## src/rtl/cfd_pkg.sv

```systemverilog
// Package: shared frame geometry for the codec frame receiver.
// Assumes a fixed 256-bit frame: 16-bit tag plus twelve 20-bit slots.
package cfd_pkg;
    localparam int TAG_W          = 16;
    localparam int SLOT_W         = 20;
    localparam int NUM_SLOTS      = 12;
    localparam int FRAME_W        = TAG_W + SLOT_W * NUM_SLOTS;
    localparam int IDX_W          = $clog2(FRAME_W);
    localparam int REG_W          = 16;
    localparam int PCM_W          = 18;
    localparam int REG_SLOT       = 2;
    localparam int FIRST_PCM_SLOT = 3;
    localparam int NUM_PCM        = 2;
    localparam int READY_BIT      = 15;
endpackage

```

## src/rtl/cfd_bit_index.sv

```systemverilog
// Module: frame position tracker.
// Detects the rising edge of sync (sampled on the bit-clock falling edge),
// reports the index of the bit being sampled in the current cycle, and keeps
// a flag once alignment has been reached. Assumes sync is driven away from
// the falling edge.
module cfd_bit_index #(
    parameter int FRAME_W = cfd_pkg::FRAME_W,
    parameter int IDX_W   = cfd_pkg::IDX_W
) (
    input  logic             bit_clk,
    input  logic             rst_n,
    input  logic             sync_in,
    output logic [IDX_W-1:0] idx_now,
    output logic             aligned
);
    localparam logic [IDX_W-1:0] LAST_IDX = IDX_W'(FRAME_W - 1);

    logic             sync_q;
    logic             locked;
    logic [IDX_W-1:0] cnt;
    logic             sync_rise;

    // Rising edge of sync seen at this falling edge.
    assign sync_rise = sync_in & ~sync_q;
    // Current bit index: forced to zero on a sync rise.
    assign idx_now   = sync_rise ? '0 : cnt;
    // Aligned from the first sync rise onward.
    assign aligned   = locked | sync_rise;

    // Advance the position counter and remember sync history.
    always_ff @(negedge bit_clk) begin
        if (!rst_n) begin
            sync_q <= 1'b0;
            locked <= 1'b0;
            cnt    <= '0;
        end else begin
            sync_q <= sync_in;
            locked <= aligned;
            if (aligned) begin
                cnt <= (idx_now == LAST_IDX) ? '0 : idx_now + IDX_W'(1);
            end
        end
    end

    AST_SYNC_REALIGN: assert property (@(negedge bit_clk) disable iff (!rst_n)
        (sync_in && !sync_q) |=> (cnt == IDX_W'(1)));
    AST_IDLE_BEFORE_SYNC: assert property (@(negedge bit_clk) disable iff (!rst_n)
        !aligned |=> (cnt == '0));
endmodule

```

## src/rtl/cfd_slot_capture.sv

```systemverilog
// Module: serial shifter and slot capture.
// Shifts data in MSB first and, at the last bit of the tag, of the register
// slot and of each audio slot, stores the wanted field into a holding
// register. Assumes idx_now names the bit sampled in this cycle.
module cfd_slot_capture #(
    parameter int TAG_W          = cfd_pkg::TAG_W,
    parameter int SLOT_W         = cfd_pkg::SLOT_W,
    parameter int IDX_W          = cfd_pkg::IDX_W,
    parameter int REG_W          = cfd_pkg::REG_W,
    parameter int PCM_W          = cfd_pkg::PCM_W,
    parameter int REG_SLOT       = cfd_pkg::REG_SLOT,
    parameter int FIRST_PCM_SLOT = cfd_pkg::FIRST_PCM_SLOT,
    parameter int NUM_PCM        = cfd_pkg::NUM_PCM
) (
    input  logic                            bit_clk,
    input  logic                            rst_n,
    input  logic                            sdata_in,
    input  logic [IDX_W-1:0]                idx_now,
    input  logic                            aligned,
    output logic [TAG_W-1:0]                tag_h,
    output logic [REG_W-1:0]                reg_h,
    output logic [NUM_PCM-1:0][PCM_W-1:0]   pcm_h
);
    localparam logic [IDX_W-1:0] TAG_END = IDX_W'(TAG_W - 1);
    localparam logic [IDX_W-1:0] REG_END = IDX_W'(TAG_W + SLOT_W * REG_SLOT - 1);

    logic [SLOT_W-2:0] shreg;
    logic [SLOT_W-1:0] word_now;

    // Slot word completed by the bit arriving in this cycle.
    assign word_now = {shreg, sdata_in};

    // Shift every sampled bit into the history register.
    always_ff @(negedge bit_clk) begin
        if (!rst_n) shreg <= '0;
        else        shreg <= word_now[SLOT_W-2:0];
    end

    // Store the tag once its last bit has been sampled.
    always_ff @(negedge bit_clk) begin
        if (!rst_n)                              tag_h <= '0;
        else if (aligned && idx_now == TAG_END)  tag_h <= word_now[TAG_W-1:0];
    end

    // Store the upper bits of the register readback slot.
    always_ff @(negedge bit_clk) begin
        if (!rst_n)                              reg_h <= '0;
        else if (aligned && idx_now == REG_END)  reg_h <= word_now[SLOT_W-1 -: REG_W];
    end

    // One capture register per audio slot.
    for (genvar g = 0; g < NUM_PCM; g++) begin : g_pcm
        localparam logic [IDX_W-1:0] PCM_END =
            IDX_W'(TAG_W + SLOT_W * (FIRST_PCM_SLOT + g) - 1);
        logic [PCM_W-1:0] pcm_q;

        // Keep the significant upper bits of this audio slot.
        always_ff @(negedge bit_clk) begin
            if (!rst_n)                              pcm_q <= '0;
            else if (aligned && idx_now == PCM_END)  pcm_q <= word_now[SLOT_W-1 -: PCM_W];
        end

        assign pcm_h[g] = pcm_q;
    end
endmodule

```

## src/rtl/cfd_frame_publish.sv

```systemverilog
// Module: frame output stage.
// At the last bit of an aligned frame, copies the holding registers to the
// outputs together with valid flags decoded from the tag, and pulses done.
// Assumes the holding registers are settled before the last frame bit.
module cfd_frame_publish #(
    parameter int FRAME_W        = cfd_pkg::FRAME_W,
    parameter int TAG_W          = cfd_pkg::TAG_W,
    parameter int IDX_W          = cfd_pkg::IDX_W,
    parameter int REG_W          = cfd_pkg::REG_W,
    parameter int PCM_W          = cfd_pkg::PCM_W,
    parameter int REG_SLOT       = cfd_pkg::REG_SLOT,
    parameter int FIRST_PCM_SLOT = cfd_pkg::FIRST_PCM_SLOT,
    parameter int NUM_PCM        = cfd_pkg::NUM_PCM,
    parameter int READY_BIT      = cfd_pkg::READY_BIT
) (
    input  logic                            bit_clk,
    input  logic                            rst_n,
    input  logic [IDX_W-1:0]                idx_now,
    input  logic                            aligned,
    input  logic [TAG_W-1:0]                tag_h,
    input  logic [REG_W-1:0]                reg_h,
    input  logic [NUM_PCM-1:0][PCM_W-1:0]   pcm_h,
    output logic [TAG_W-1:0]                tag_o,
    output logic [REG_W-1:0]                reg_o,
    output logic                            reg_vld_o,
    output logic [NUM_PCM-1:0][PCM_W-1:0]   pcm_o,
    output logic [NUM_PCM-1:0]              pcm_vld_o,
    output logic                            done_o
);
    localparam logic [IDX_W-1:0] LAST_IDX = IDX_W'(FRAME_W - 1);

    logic               publish;
    logic               reg_vld_d;
    logic [NUM_PCM-1:0] pcm_vld_d;

    // Publish when the final bit of an aligned frame is sampled.
    assign publish   = aligned && (idx_now == LAST_IDX);
    // Register slot valid only in a ready frame.
    assign reg_vld_d = tag_h[READY_BIT] & tag_h[READY_BIT - REG_SLOT];

    for (genvar g = 0; g < NUM_PCM; g++) begin : g_vld
        // Audio slot valid only in a ready frame.
        assign pcm_vld_d[g] = tag_h[READY_BIT] & tag_h[READY_BIT - (FIRST_PCM_SLOT + g)];
    end

    // Load the output words and raise the strobe for one cycle.
    always_ff @(negedge bit_clk) begin
        if (!rst_n) begin
            tag_o     <= '0;
            reg_o     <= '0;
            reg_vld_o <= 1'b0;
            pcm_o     <= '0;
            pcm_vld_o <= '0;
            done_o    <= 1'b0;
        end else begin
            done_o <= publish;
            if (publish) begin
                tag_o     <= tag_h;
                reg_o     <= reg_h;
                reg_vld_o <= reg_vld_d;
                pcm_o     <= pcm_h;
                pcm_vld_o <= pcm_vld_d;
            end
        end
    end

    AST_DONE_SINGLE: assert property (@(negedge bit_clk) disable iff (!rst_n)
        done_o |=> !done_o);
    AST_DONE_AT_LAST_BIT: assert property (@(negedge bit_clk) disable iff (!rst_n)
        done_o |-> ($past(idx_now) == LAST_IDX && $past(aligned)));
    AST_OUTPUTS_HELD: assert property (@(negedge bit_clk) disable iff (!rst_n)
        !done_o |-> ($stable(tag_o) && $stable(reg_o) && $stable(pcm_o)
                     && $stable(reg_vld_o) && $stable(pcm_vld_o)));
endmodule

```

## src/rtl/codec_frame_deser.sv

```systemverilog
// Module: codec serial frame receiver (top).
// Deserializes the codec's serial stream on the falling bit-clock edge,
// aligned to sync rising edges, and publishes tag, register readback word
// and two audio samples once per frame. Assumes sync and data change away
// from the falling edge and reset is synchronous to the same edge.
module codec_frame_deser (
    input  logic        bit_clk,
    input  logic        rst_n,
    input  logic        sync_in,
    input  logic        sdata_in,
    output logic [15:0] frame_tag,
    output logic [15:0] reg_data,
    output logic        reg_valid,
    output logic [17:0] left_pcm,
    output logic        left_valid,
    output logic [17:0] right_pcm,
    output logic        right_valid,
    output logic        frame_done
);
    import cfd_pkg::*;

    logic [IDX_W-1:0]              idx_now;
    logic                          aligned;
    logic [TAG_W-1:0]              tag_h;
    logic [REG_W-1:0]              reg_h;
    logic [NUM_PCM-1:0][PCM_W-1:0] pcm_h;
    logic [NUM_PCM-1:0][PCM_W-1:0] pcm_o;
    logic [NUM_PCM-1:0]            pcm_vld;

    cfd_bit_index u_index (
        .bit_clk (bit_clk),
        .rst_n   (rst_n),
        .sync_in (sync_in),
        .idx_now (idx_now),
        .aligned (aligned)
    );

    cfd_slot_capture u_capture (
        .bit_clk  (bit_clk),
        .rst_n    (rst_n),
        .sdata_in (sdata_in),
        .idx_now  (idx_now),
        .aligned  (aligned),
        .tag_h    (tag_h),
        .reg_h    (reg_h),
        .pcm_h    (pcm_h)
    );

    cfd_frame_publish u_publish (
        .bit_clk   (bit_clk),
        .rst_n     (rst_n),
        .idx_now   (idx_now),
        .aligned   (aligned),
        .tag_h     (tag_h),
        .reg_h     (reg_h),
        .pcm_h     (pcm_h),
        .tag_o     (frame_tag),
        .reg_o     (reg_data),
        .reg_vld_o (reg_valid),
        .pcm_o     (pcm_o),
        .pcm_vld_o (pcm_vld),
        .done_o    (frame_done)
    );

    assign left_pcm    = pcm_o[0];
    assign right_pcm   = pcm_o[1];
    assign left_valid  = pcm_vld[0];
    assign right_valid = pcm_vld[1];

    AST_VALID_NEEDS_READY: assert property (@(negedge bit_clk) disable iff (!rst_n)
        (left_valid || right_valid || reg_valid) |-> frame_tag[15]);
    AST_NO_STROBE_UNALIGNED: assert property (@(negedge bit_clk) disable iff (!rst_n)
        frame_done |-> $past(aligned));
endmodule

```

## config.mk

```make
export PLATFORM = sky130hd
export DESIGN_NAME = codec_frame_deser
export DESIGN_NICKNAME = d
export VERILOG_FILES = /design/src/rtl/cfd_pkg.sv /design/src/rtl/cfd_bit_index.sv /design/src/rtl/cfd_slot_capture.sv /design/src/rtl/cfd_frame_publish.sv /design/src/rtl/codec_frame_deser.sv
export SDC_FILE = /design/constraint.sdc
export NUM_CORES = 1
export LEC_CHECK = 0
export BUFFER_PORTS_ARGS = -buffer_cell sky130_fd_sc_hd__buf_4
export CAP_MARGIN = 20
export CORE_MARGIN = 2
export CORE_UTILIZATION = 52
export DETAILED_ROUTE_END_ITERATION = 10
export PLACE_DENSITY_LB_ADDON = 0.3
export SLEW_MARGIN = 5
export SYNTH_ARGS = -nofsm -noshare
export SYNTH_HDL_FRONTEND = slang
export SYNTH_HIERARCHICAL = 1
export SYNTH_SLANG_ARGS = --single-unit
```

## constraint.sdc

```tcl
create_clock -name bit_clk -period 1.7 [get_ports bit_clk]
set_input_delay 0.255 -clock bit_clk [delete_from_list [all_inputs] [get_ports bit_clk]]
set_output_delay 0.255 -clock bit_clk [all_outputs]
set_load 0.02 [all_outputs]
```

### Word-level counts from Yosys, hierarchy flattened

Cells that the tools add are included.

| storage, ports and cells | value |
|---|---|
| register bits after elaboration | 169 |
| bits of input ports | 4 |
| output and inout port bits | 72 |
| word-level logic and storage cells | 34 |

| cells by class | value |
|---|---|
| add/sub/neg operators | 1 |
| equality and inequality tests | 5 |
| mux-type cells | 2 |
| bitwise gates (word level) | 6 |
| reductions and logical operators | 5 |

Operator list:

| cell | number |
|---|---|
| $eq 8x7->1 const B | 2 |
| $mux 8 | 2 |
| $add 8x1->8 const B | 1 |
| $eq 8x4->1 const B | 1 |
| $eq 8x6->1 const B | 1 |
| $eq 8x8->1 const B | 1 |
| $logic_and 1x1->1 | 5 |
| $and 1x1->1 | 4 |
| $not 1->1 | 1 |
| $or 1x1->1 | 1 |

### Logic depth before layout (Yosys ltp)

Gate-level depths: netlist of the first run.

| depth | value |
|---|---|
| depth in word-level cells | 5 |
| depth in mapped cells | 8 |
| depth with buffers taken out | 7 |

### Cells and area by module

Netlist of the first run, hierarchy kept.

Modules (own cells, without submodules):

| module | times used | cells each | area an instance (um^2) | seq. area each (um^2) |
|---|---|---|---|---|
| cfd_slot_capture | 1 | 290 | 3042.9 | 1741.7 |
| cfd_frame_publish | 1 | 315 | 2946.6 | 1441.4 |
| cfd_bit_index | 1 | 61 | 505.5 | 200.2 |

==> results of run 1 <==
stage by stage:
step | setup TNS (ns) | util, % | worst slack, ns | power, mW | area, um^2
final | -69.14 | 79.6 | -0.436 | 9.82 | 9640
after global routing | -77.50 | 79.6 | -0.504 | 10.4 | 9640
after CTS | -58.37 | 79.1 | -0.349 | 9.78 | 9580
after detailed placement | -118.39 | 61.2 | -0.924 | 4.88 | 7410
after global placement | -109.78 | 61.2 | -0.817 | 4.88 | 7410
after floorplan | -93.34 | - | -0.756 | 4.80 | 6540
critical path: stages:
cell and delay [ns]:
buf_8 0.11, nand2b_4 0.09, and2_4 0.18, nand4_1 0.15, nor3_4 0.27, buf_6 0.21
buf_12 0.16, mux2i_2 0.21
report_power, final:
| part | total [mW] | internal, mW | switching, mW |
|---|---|---|---|
| Clock | 5.58 | 2.70 | 2.88 |
| Combinational | 0.234 | 0.100 | 0.134 |
| Sequential | 4.00 | 4.00 | 0.00690 |
| Total | 9.82 | 6.80 | 3.02 |
final cells by class:
type                            instances  share of cell area [%]
Clock buffer                           17                    4.41
Clock inverter                        184                    8.12
Inverter                               20                   0.779
Multi-Input combinational cell        432                    29.4
Sequential cell                       169                    36.1
Tap cell                              168                    2.18
Timing Repair Buffer                  165                    19.1
per-layer routing:
metal  GRT usage [%]  wire length [um]
met1            28.6              7260
met2            50.8              9970
met3            10.7              1040
met4            15.3               469
met5               0                 0
cell families (layout without fill, tap and decap cells):
logic type	Yosys count	count (layout)	synth area share (%)
and+or+nand+nor	280	281	18.2
buffers and inverters	66	386	6.80
DFF	169	169	52.1
xor gates and xnor gates	3	3	0.405
AOI/OAI and AO/OA	7	7	0.694
adders and majority gates	1	1	0.193
muxes	140	140	21.6
path summary, 6_finish.rpt:
| path | startpoint | end | slack (ns) | cells after the start |
|---|---|---|---|---|
| max | sync_in | u_publish/tag_o[10] | -0.44 | 8 |
| min | u_capture/shreg[0] | u_capture/shreg[1] | 0.44 | 2 |
| max reg2reg | u_index/sync_q | u_capture/tag_h[5] | -0.10 | 6 |
| min reg2reg | u_capture/shreg[0] | u_capture/shreg[1] | 0.44 | 2 |
state kept, by name, summed over array words and instances (netlist names):
name / flops
u_capture/g_pcm.pcm_q: 36
u_publish/pcm_o: 36
u_capture/shreg: 19
u_capture/reg_h: 16
u_capture/tag_h: 16
u_publish/reg_o: 16
u_publish/tag_o: 16
u_index/cnt: 8
u_publish/pcm_vld_o: 2
u_index/locked: 1
u_index/sync_q: 1
u_publish/done_o: 1
u_publish/reg_vld_o: 1
layout by cell type, fill, tap and decap left out, drive strengths merged:
cell type  instances
mux2i            140
nand2            237
inv              197
and4               1
a31oi              2
or3                2
buf              165
o211ai             1
a21boi             1
clkbuf            17
a22oi              1
nor2b              2
nor2               2
ha                 1
clkinv             3
nand4              5
and4b              2
and4bb             2
nand4b             1
nor4b              1
and2              13
xnor2              1
or4                1
bufinv             2
and3               1
nor3               1
o21ai              2
clkinvlp           2
xor2               2
nand3              8
dfxtp            169
nand2b             2
repair_timing:
action                                  CTS  global route
resized for setup                       177            27
pin swaps                                12             7
cloned                                    9             0
buffers inserted                         31            20
endpoints found under the setup margin  218           217
==> results_dict.tcl, run 1 <==
set metrics [dict create \
    synth_area_leaders "dfxtp_1 (52%), mux2i_1 (22%), nand2_1 (14%), buf_12 (2.5%), inv_1 (1.3%)" \
    yosys.area.top_type "dfxtp_1" \
    cts.path.max_buffers 2 \
    synth_fp_nets 671 \
    h-tree-depth 4 \
    crit_required_ns 1.21 \
    cts_made_buffers 17 \
    dp_hpwl_um 9270 \
    skew_ns 0.0498 \
    track_usage_pct 28.4 \
    insertedDiodeCount 0 \
    ant_nets 0 \
    powerDensity_nw_per_um2 1020 \
    final_cells 1155 \
    cts_num_sinks 169 \
    io_buffer_count 75 \
    die_w_um 116 \
    clk_latency_ns 0.49 \
    ys_ff_latch 169 \
    crit_path_end_kind "flip-flop" \
    io_pins 76 \
    synthTopCellsByCount "nand2_1 (237), dfxtp_1 (169), mux2i_1 (140)" \
    synthesis.area_um2 6490 \
    violations "setup timing" \
    ys.flop_type "dfxtp_1" \
    synth_edf_count 0 \
    drc_errors 0 \
    slew-limit-headroom_pct 78.0 \
    viasPerCell 5.12 \
    hold_buffers 0 \
    setup_ws_ns -0.436 \
    start_kind "input pin" \
    die_h_um 116 \
    grt_first_pass_wirelength_um 29500 \
    avgSynthCellArea_um2 9.75 \
    synth_warnings 6 \
    initial_core_util_pct 53.6 \
    grt-ovfl-total 0 \
    ys_async_sr_fraction_pct 0 \
    ys_seq_area_share_pct 52.1 \
    nNetsFinal 979 \
    cts_tree "done" \
    setup_viol 215 \
    crit_arrival_ns 1.65 \
    synth_cells 666 \
    first_pass_iters 5 \
    die_area_um2 13400 \
    multi_input_area_um2 2830 \
    seq_area_um2 3480 \
    row_count 40 \
    path_class "input pin to flip-flop" \
    hold_viol_final 0 \
    drv_slew 0 \
    status "complete, but fails checks" \
    drtIter0Drc 444 \
    hold_ws_ns 0.439 \
    totalWireLength_um 18700 \
    clkTransAtPathRegs_ns 0.04 \
    leakage_nw 4.76 \
    synth.most_common_cell "nand2_1" \
    tightest_slew_ns 0.329 \
    path_max_fanout 8 \
    synth_top_area_share_pct 52.1 \
    grt_max_degree 35 \
    ir_worst_vdd_v 0.000921 \
    antenna_found_initial 0 \
    ys_types 34 \
    num_vias 5910 \
    rsz0062_at_grt "true" \
    area_growth_pct 48.4 \
    coreArea_um2 12100 \
    dpl.cell_count 906 \
    drive_gt1_share_pct 30.5 \
    fill_cells 706 \
    hold_class "flip-flop to flip-flop" \
    clockRootBuffer "clkbuf_16" \
    wl_per_cell_um 16.2 \
    finalWeightedCongestion 0.849 \
    grt_pass1_vias 6429 \
    drv_cap 0 \
]
(Power assumes the default switching activity.)
==> run 2, diff against run 1 <==
--- a/config.mk
+++ b/config.mk
@@ -7,8 +7,10 @@
 export LEC_CHECK = 0
 export BUFFER_PORTS_ARGS = -buffer_cell sky130_fd_sc_hd__buf_4
 export CAP_MARGIN = 20
+export CELL_PAD_IN_SITES_DETAIL_PLACEMENT = 1
+export CELL_PAD_IN_SITES_GLOBAL_PLACEMENT = 2
 export CORE_MARGIN = 2
-export CORE_UTILIZATION = 52
+export CORE_UTILIZATION = 33
 export DETAILED_ROUTE_END_ITERATION = 10
 export PLACE_DENSITY_LB_ADDON = 0.3
 export SLEW_MARGIN = 5
==> results_dict.tcl, run 2 (same netlist as run 1, synthesis figures left out) <==
set metrics [dict create \
    r2r_cells 6 \
    cts.path.max_buffers 2 \
    violations "setup timing" \
    hold_viol_final 0 \
    clkTransAtPathRegs_ns 0.04 \
    rsz0062_at_grt "true" \
    power_frac_clock_pct 56.9 \
    grt-ovfl-total 0 \
    path_class "input pin to flip-flop" \
    internal-power_mw 6.83 \
    most-common-layout-cells "nand2_1 (236), inv_1 (189), mux2i_1 (135)" \
    drtIter0Drc 170 \
    switching_power_mw 3.01 \
    num_vias 5662 \
    first_pass_iters 4 \
    crit_path_max_incr_delay_ns 0.23 \
    drv_slew 0 \
    crit_path_end_kind "flip-flop" \
    final_common_cell "nand2_1" \
    cts_made_buffers 17 \
    timing.critical_path.mode_cell "buf_8" \
    hold_buffers 0 \
    nNetsFinal 986 \
    r2r_slack_ns -0.09 \
    grt_max_degree 38 \
    track_usage_pct 18.2 \
    timing.rr.end "u_capture/tag_h[9]" \
    hold_class "flip-flop to flip-flop" \
    antenna_found_initial 0 \
    clk_latency_ns 0.47 \
    reg_top3 "u_capture/g_pcm.pcm_q: 36 flops, u_publish/pcm_o: 36 flops, u_capture/shreg: 19 flops" \
    hp-start "u_capture/shreg[0]" \
    dp_hpwl_um 11500 \
    slew-limit-headroom_pct 76.2 \
    grt_pass1_vias 6322 \
    cts_num_sinks 169 \
    setup_ws_ns -0.442 \
    grt_first_pass_wirelength_um 29400 \
    use_met3_pct 7.32 \
    coreArea_um2 19400 \
    dpl.cell_count 1008 \
    drive_gt1_share_pct 30.1 \
    combPwrFrac_pct 2.5 \
    p_sw_share_pct 30.6 \
    wl_per_cell_um 15.1 \
    die_h_um 144 \
    crit_required_ns 1.23 \
    die_w_um 144 \
    row_count 51 \
    whs_endpoint "u_capture/shreg[1]" \
    io_pins 76 \
    insertedDiodeCount 0 \
    status "complete, but fails checks" \
    skew_ns 0.0230 \
    path_max_fanout 9 \
    totalWireLength_um 19000 \
    viasPerCell 4.50 \
    initial_core_util_pct 33.5 \
    grt-busiest-layer "met2" \
    seq_power_share_pct 40.6 \
    hold_ws_ns 0.427 \
    holdPathStages 2 \
    grt_use_met1_pct 19.7 \
    clockRootBuffer "clkbuf_16" \
    area_growth_pct 51.5 \
    start_kind "input pin" \
    ir_worst_vdd_v 0.000787 \
    cts_tree "done" \
    ant_nets 0 \
    startpoint "sync_in" \
    powerDensity_nw_per_um2 1000 \
    cp_cell_sequence "buf_8 > nand2b_2 > and2_4 > nand4_1 > nor3_4 > buf_12 > buf_4 > buf_8 > mux2i_1" \
    grt_util_met2_pct 30.5 \
    die_area_um2 20800 \
    finalWeightedCongestion 0.781 \
    leakage_nw 4.84 \
    final_cells 1259 \
    setup_tns_ns -71.42 \
    crit_arrival_ns 1.67 \
    fill_cells 2267 \
    h-tree-depth 4 \
    drv_cap 0 \
    io_buffer_count 75 \
    tightest_slew_ns 0.356 \
    drc_errors 0 \
    worstReg2RegStart "u_index/sync_q" \
    cp_slowest_cell "nor3_4" \
    setup_viol 216 \
]
==> run 2: power groups by stage <==
stage	clock network (mW)	logic (mW)	registers [mW]
finish	5.60	0.244	4.00
detailed placement	0.614	0.227	4.07
CTS	5.80	0.236	4.00
global route	6.33	0.267	3.99
floorplan	0.614	0.121	4.07
global placement	0.614	0.220	4.06
==> run 2: final cells by class <==
cell class / count / area, um^2 / area share, %
sequential: 169 / 3490 / 35.4
multi-input combinational: 432 / 2770 / 28.2
timing repair buffer: 172 / 1950 / 19.9
clock inverter: 184 / 796 / 8.09
clock buffer: 17 / 425 / 4.32
tap: 265 / 332 / 3.37
inverter: 20 / 75.1 / 0.763
==> run 2: through the flow <==
| stage | setup slack (ns) | total power, mW | utilization (%) | cell area, um^2 |
|---|---|---|---|---|
| 6_report | -0.442 | 9.84 | 50.7 | 9840 |
| 5_1_grt | -0.502 | 10.6 | 50.7 | 9840 |
| 4_1_cts | -0.388 | 10.0 | 49.1 | 9530 |
| 3_5_place_dp | -0.913 | 4.91 | 39.2 | 7600 |
| 3_3_place_gp | -0.824 | 4.90 | 39.2 | 7600 |
| 2_1_floorplan | -0.756 | 4.80 | - | 6540 |
==> run 2: critical path: cells and delay by family <==
kind / cells / cell delay (ns)
multiplexers: 1 / 0.21
AND/OR/NAND/NOR: 4 / 0.65
buffers and inverters: 4 / 0.56
==> run 2: worst max-delay path by stage <==
stage	to	slack, ns	cells past startpoint
CTS	u_capture/tag_h[15]	-0.39	7
global route	u_capture/tag_h[1]	-0.50	7
global placement	u_publish/reg_o[2]	-0.82	8
finish	u_publish/pcm_o[31]	-0.44	9
detailed placement	u_publish/reg_o[11]	-0.91	8
floorplan	u_capture/tag_h[4]	-0.76	8
==> run 2: what timing repair did <==
action,in CTS,in global routing
gates resized for setup,161,21
pin swaps,3,4
gates cloned,4,3
buffers inserted,26,21
endpoints found under the setup margin,218,218
==> run 2: metal layers <==
metal  wire, um  up-vias  part of all wire, %
li1           -     2810                    -
met1       8330     2743                   44
met2       9960       88                   52
met3        543       21                  2.9
met4        213        0                  1.1
met5          0        -                    0
==> run 3, diff against run 2 <==
--- a/config.mk
+++ b/config.mk
@@ -5,16 +5,14 @@
 export SDC_FILE = /design/constraint.sdc
 export NUM_CORES = 1
 export LEC_CHECK = 0
-export BUFFER_PORTS_ARGS = -buffer_cell sky130_fd_sc_hd__buf_4
+export BUFFER_PORTS_ARGS = -buffer_cell sky130_fd_sc_hd__buf_2
 export CAP_MARGIN = 20
 export CELL_PAD_IN_SITES_DETAIL_PLACEMENT = 1
 export CELL_PAD_IN_SITES_GLOBAL_PLACEMENT = 2
 export CORE_MARGIN = 2
-export CORE_UTILIZATION = 33
+export CORE_UTILIZATION = 31
 export DETAILED_ROUTE_END_ITERATION = 10
 export PLACE_DENSITY_LB_ADDON = 0.3
-export SLEW_MARGIN = 5
 export SYNTH_ARGS = -nofsm -noshare
 export SYNTH_HDL_FRONTEND = slang
-export SYNTH_HIERARCHICAL = 1
 export SYNTH_SLANG_ARGS = --single-unit
==> results_dict.tcl, run 3 <==
set metrics [dict create \
    setup_viol 219 \
    reg_top3 "u_capture.g_pcm.pcm_q: 36 flops, u_publish.pcm_o: 36 flops, u_capture.shreg: 19 flops" \
    holdPathStages 2 \
    viasPerCell 4.80 \
    initial_core_util_pct 31.4 \
    start_kind "input pin" \
    clkTransAtPathRegs_ns 0.07 \
    synth_fp_nets 645 \
    synth_area_leaders "dfxtp_1 (58%), nand2_1 (8.0%), nand3_1 (7.0%), mux2i_1 (6.2%), o21ai_1 (5.1%)" \
    coreArea_um2 18600 \
    tightest_slew_ns 0.302 \
    io_pins 76 \
    cp_slowest_cell "or4b_4" \
    io_buffer_count 75 \
    cts.path.max_buffers 2 \
    cts_num_sinks 169 \
    grt_pass1_vias 6231 \
    track_usage_pct 18.7 \
    totalWireLength_um 20700 \
    crit_path_end_kind "flip-flop" \
    clk_latency_ns 0.48 \
    setup_ws_ns -0.813 \
    synth_top_area_share_pct 58.0 \
    powerDensity_nw_per_um2 1020 \
    synth.most_common_cell "dfxtp_1" \
    crit_arrival_ns 1.99 \
    die_h_um 141 \
    clockRootBuffer "clkbuf_16" \
    hold_class "flip-flop to flip-flop" \
    path_class "input pin to flip-flop" \
    synth_warnings 0 \
    h-tree-depth 4 \
    drtIter0Drc 198 \
    slew-limit-headroom_pct 79.8 \
    final_util_pct 52.1 \
    grt-ovfl-total 0 \
    place_ws_ns -1.19 \
    ys_seq_area_share_pct 58.0 \
    cp_cell_sequence "buf_8 > nand2b_4 > and2_4 > ha_4 > and3_4 > or4b_4 > buf_12 > clkbuf_16 > nand3_1 > o21ai_1" \
    row_count 50 \
    synthTopCellsByCount "dfxtp_1 (169), nand2_1 (125), nand3_1 (82)" \
    antenna_found_initial 0 \
    ir_worst_vdd_v 0.000646 \
    drive_gt1_share_pct 37.4 \
    crit_path_max_incr_delay_ns 0.52 \
    ys.flop_type "dfxtp_1" \
    ys_types 37 \
    hp-start "u_capture.shreg[17]" \
    r2r_slack_ns -0.44 \
    final_common_cell "inv_1" \
    rsz0062_at_grt "true" \
    drc_errors 0 \
    drv_slew 0 \
    whs_endpoint "u_capture.shreg[18]" \
    die_w_um 141 \
    leakage_nw 4.68 \
    most-common-layout-cells "inv_1 (189), nand2_1 (110), dfxtp_1 (98)" \
    nNetsFinal 965 \
    insertedDiodeCount 0 \
    num_vias 5793 \
    dp_hpwl_um 10200 \
    die_area_um2 19900 \
    wl_per_cell_um 17.2 \
    crit_required_ns 1.18 \
    ys_async_sr_fraction_pct 0 \
    final_cells 1206 \
    cts_tree "done" \
    grt_max_degree 69 \
    drv_cap 0 \
    synth_cells 639 \
    synthesis.area_um2 5830 \
    timing.rr.end "u_publish.pcm_vld_o[0]" \
    avgSynthCellArea_um2 9.13 \
    worstReg2RegStart "u_index.sync_q" \
    area_growth_pct 66.0 \
    r2r_cells 9 \
    path_max_fanout 15 \
    finalWeightedCongestion 0.811 \
    synth_edf_count 0 \
    ys_ff_latch 169 \
    status "complete, but fails checks" \
    first_pass_iters 4 \
    dpl.cell_count 951 \
    ant_nets 0 \
    skew_ns 0.0341 \
    hold_viol_final 0 \
    cts_made_buffers 17 \
    grt_first_pass_wirelength_um 29400 \
    yosys.area.top_type "dfxtp_1" \
    violations "setup timing" \
]
==> run 3: cell types whose count changed in the layout (fill, tap and decap cells not counted), moves of 5 or more <==
| cell | change |
|---|---|
| nand2_1 | -126 |
| a21oi_1 | +5 |
| nand2_4 | +8 |
| o21ai_2 | +23 |
| o21ai_0 | +9 |
| nand3_2 | +14 |
| mux2i_1 | -101 |
| buf_4 | +5 |
| o21ai_1 | +72 |
| nand2_2 | +7 |
| nand3_1 | +58 |
==> run 3: cells by family after synthesis <==
group	count (synthesis)	synth area share [%]
XOR/XNOR	1	0.150
flip-flops	169	58.0
AO/OA/AOI/OAI	119	10.5
adder cells (fa/ha/maj)	2	0.429
AND/OR/NAND/NOR	239	18.6
multiplexers	36	6.18
buffers and inverters	73	6.22
==> run 3: worst max-delay path: cells and delay by family <==
| family | cells | cell delay [ns] |
|---|---|---|
| adders and majority gates | 1 | 0.13 |
| and+or+nand+nor | 5 | 1.05 |
| AOI/OAI and AO/OA | 1 | 0.09 |
| buffers and inverters | 3 | 0.46 |
==> run 3: cell type report <==
| type | instances | area, um^2 |
|---|---|---|
| clock inverter | 184 | 801 |
| timing repair buffer | 184 | 2130 |
| tap | 234 | 293 |
| multi-input combinational | 397 | 2480 |
| inverter | 21 | 81.3 |
| fill | 2119 | 8890 |
| sequential | 169 | 3480 |
| clock buffer | 17 | 425 |
==> run 3: metal layers <==
metal  part of all wire [%]  track usage, %  up-vias  wire, um
li1                       -               -     2810         -
met1                     43            21.1     2810      8910
met2                     51            30.1      147     10700
met3                    4.2            7.78       26       879
met4                    1.3            10.1        0       268
met5                      0               0        -         0
==> run 3: power by group <==
group | internal, mW | leakage, nW | switching (mW)
combinational | 0.0931 | 2.09 | 0.132
clock | 2.73 | 1.19 | 2.91
sequential | 4.00 | 1.40 | 0.00680
total | 6.82 | 4.68 | 3.04
==> run 3: timing repair <==
| item | CTS | global route |
|---|---|---|
| gates cloned | 7 | 10 |
| hold endpoints to repair | 0 | 0 |
| pin swaps | 1 | 28 |
| resized for setup | 223 | 120 |
| hold buffers | 0 | 0 |
| endpoints found under the setup margin | 219 | 219 |
| setup buffers | 22 | 19 |
==> run 3: through the flow <==
step	hold WS (ns)	total power, mW	TNS, ns	cell area [um^2]
2_1_floorplan	0.434	4.78	-138.74	5990
3_3_place_gp	0.450	4.86	-144.53	6810
3_5_place_dp	0.454	4.87	-149.20	6810
4_1_cts	0.450	9.97	-103.68	8980
5_1_grt	0.456	10.5	-120.62	9690
6_report	0.442	9.87	-111.76	9690
==> run 3: worst max path at each step <==
stage / start / to / cells after the start
final: sync_in / u_publish.pcm_vld_o[0] / 10
after global routing: sync_in / u_publish.pcm_vld_o[0] / 10
after CTS: sync_in / u_publish.pcm_o[30] / 9
after detailed placement: sync_in / u_publish.pcm_o[30] / 9
after global placement: sync_in / u_publish.pcm_o[17] / 9
after floorplan: sync_in / u_publish.pcm_o[0] / 11
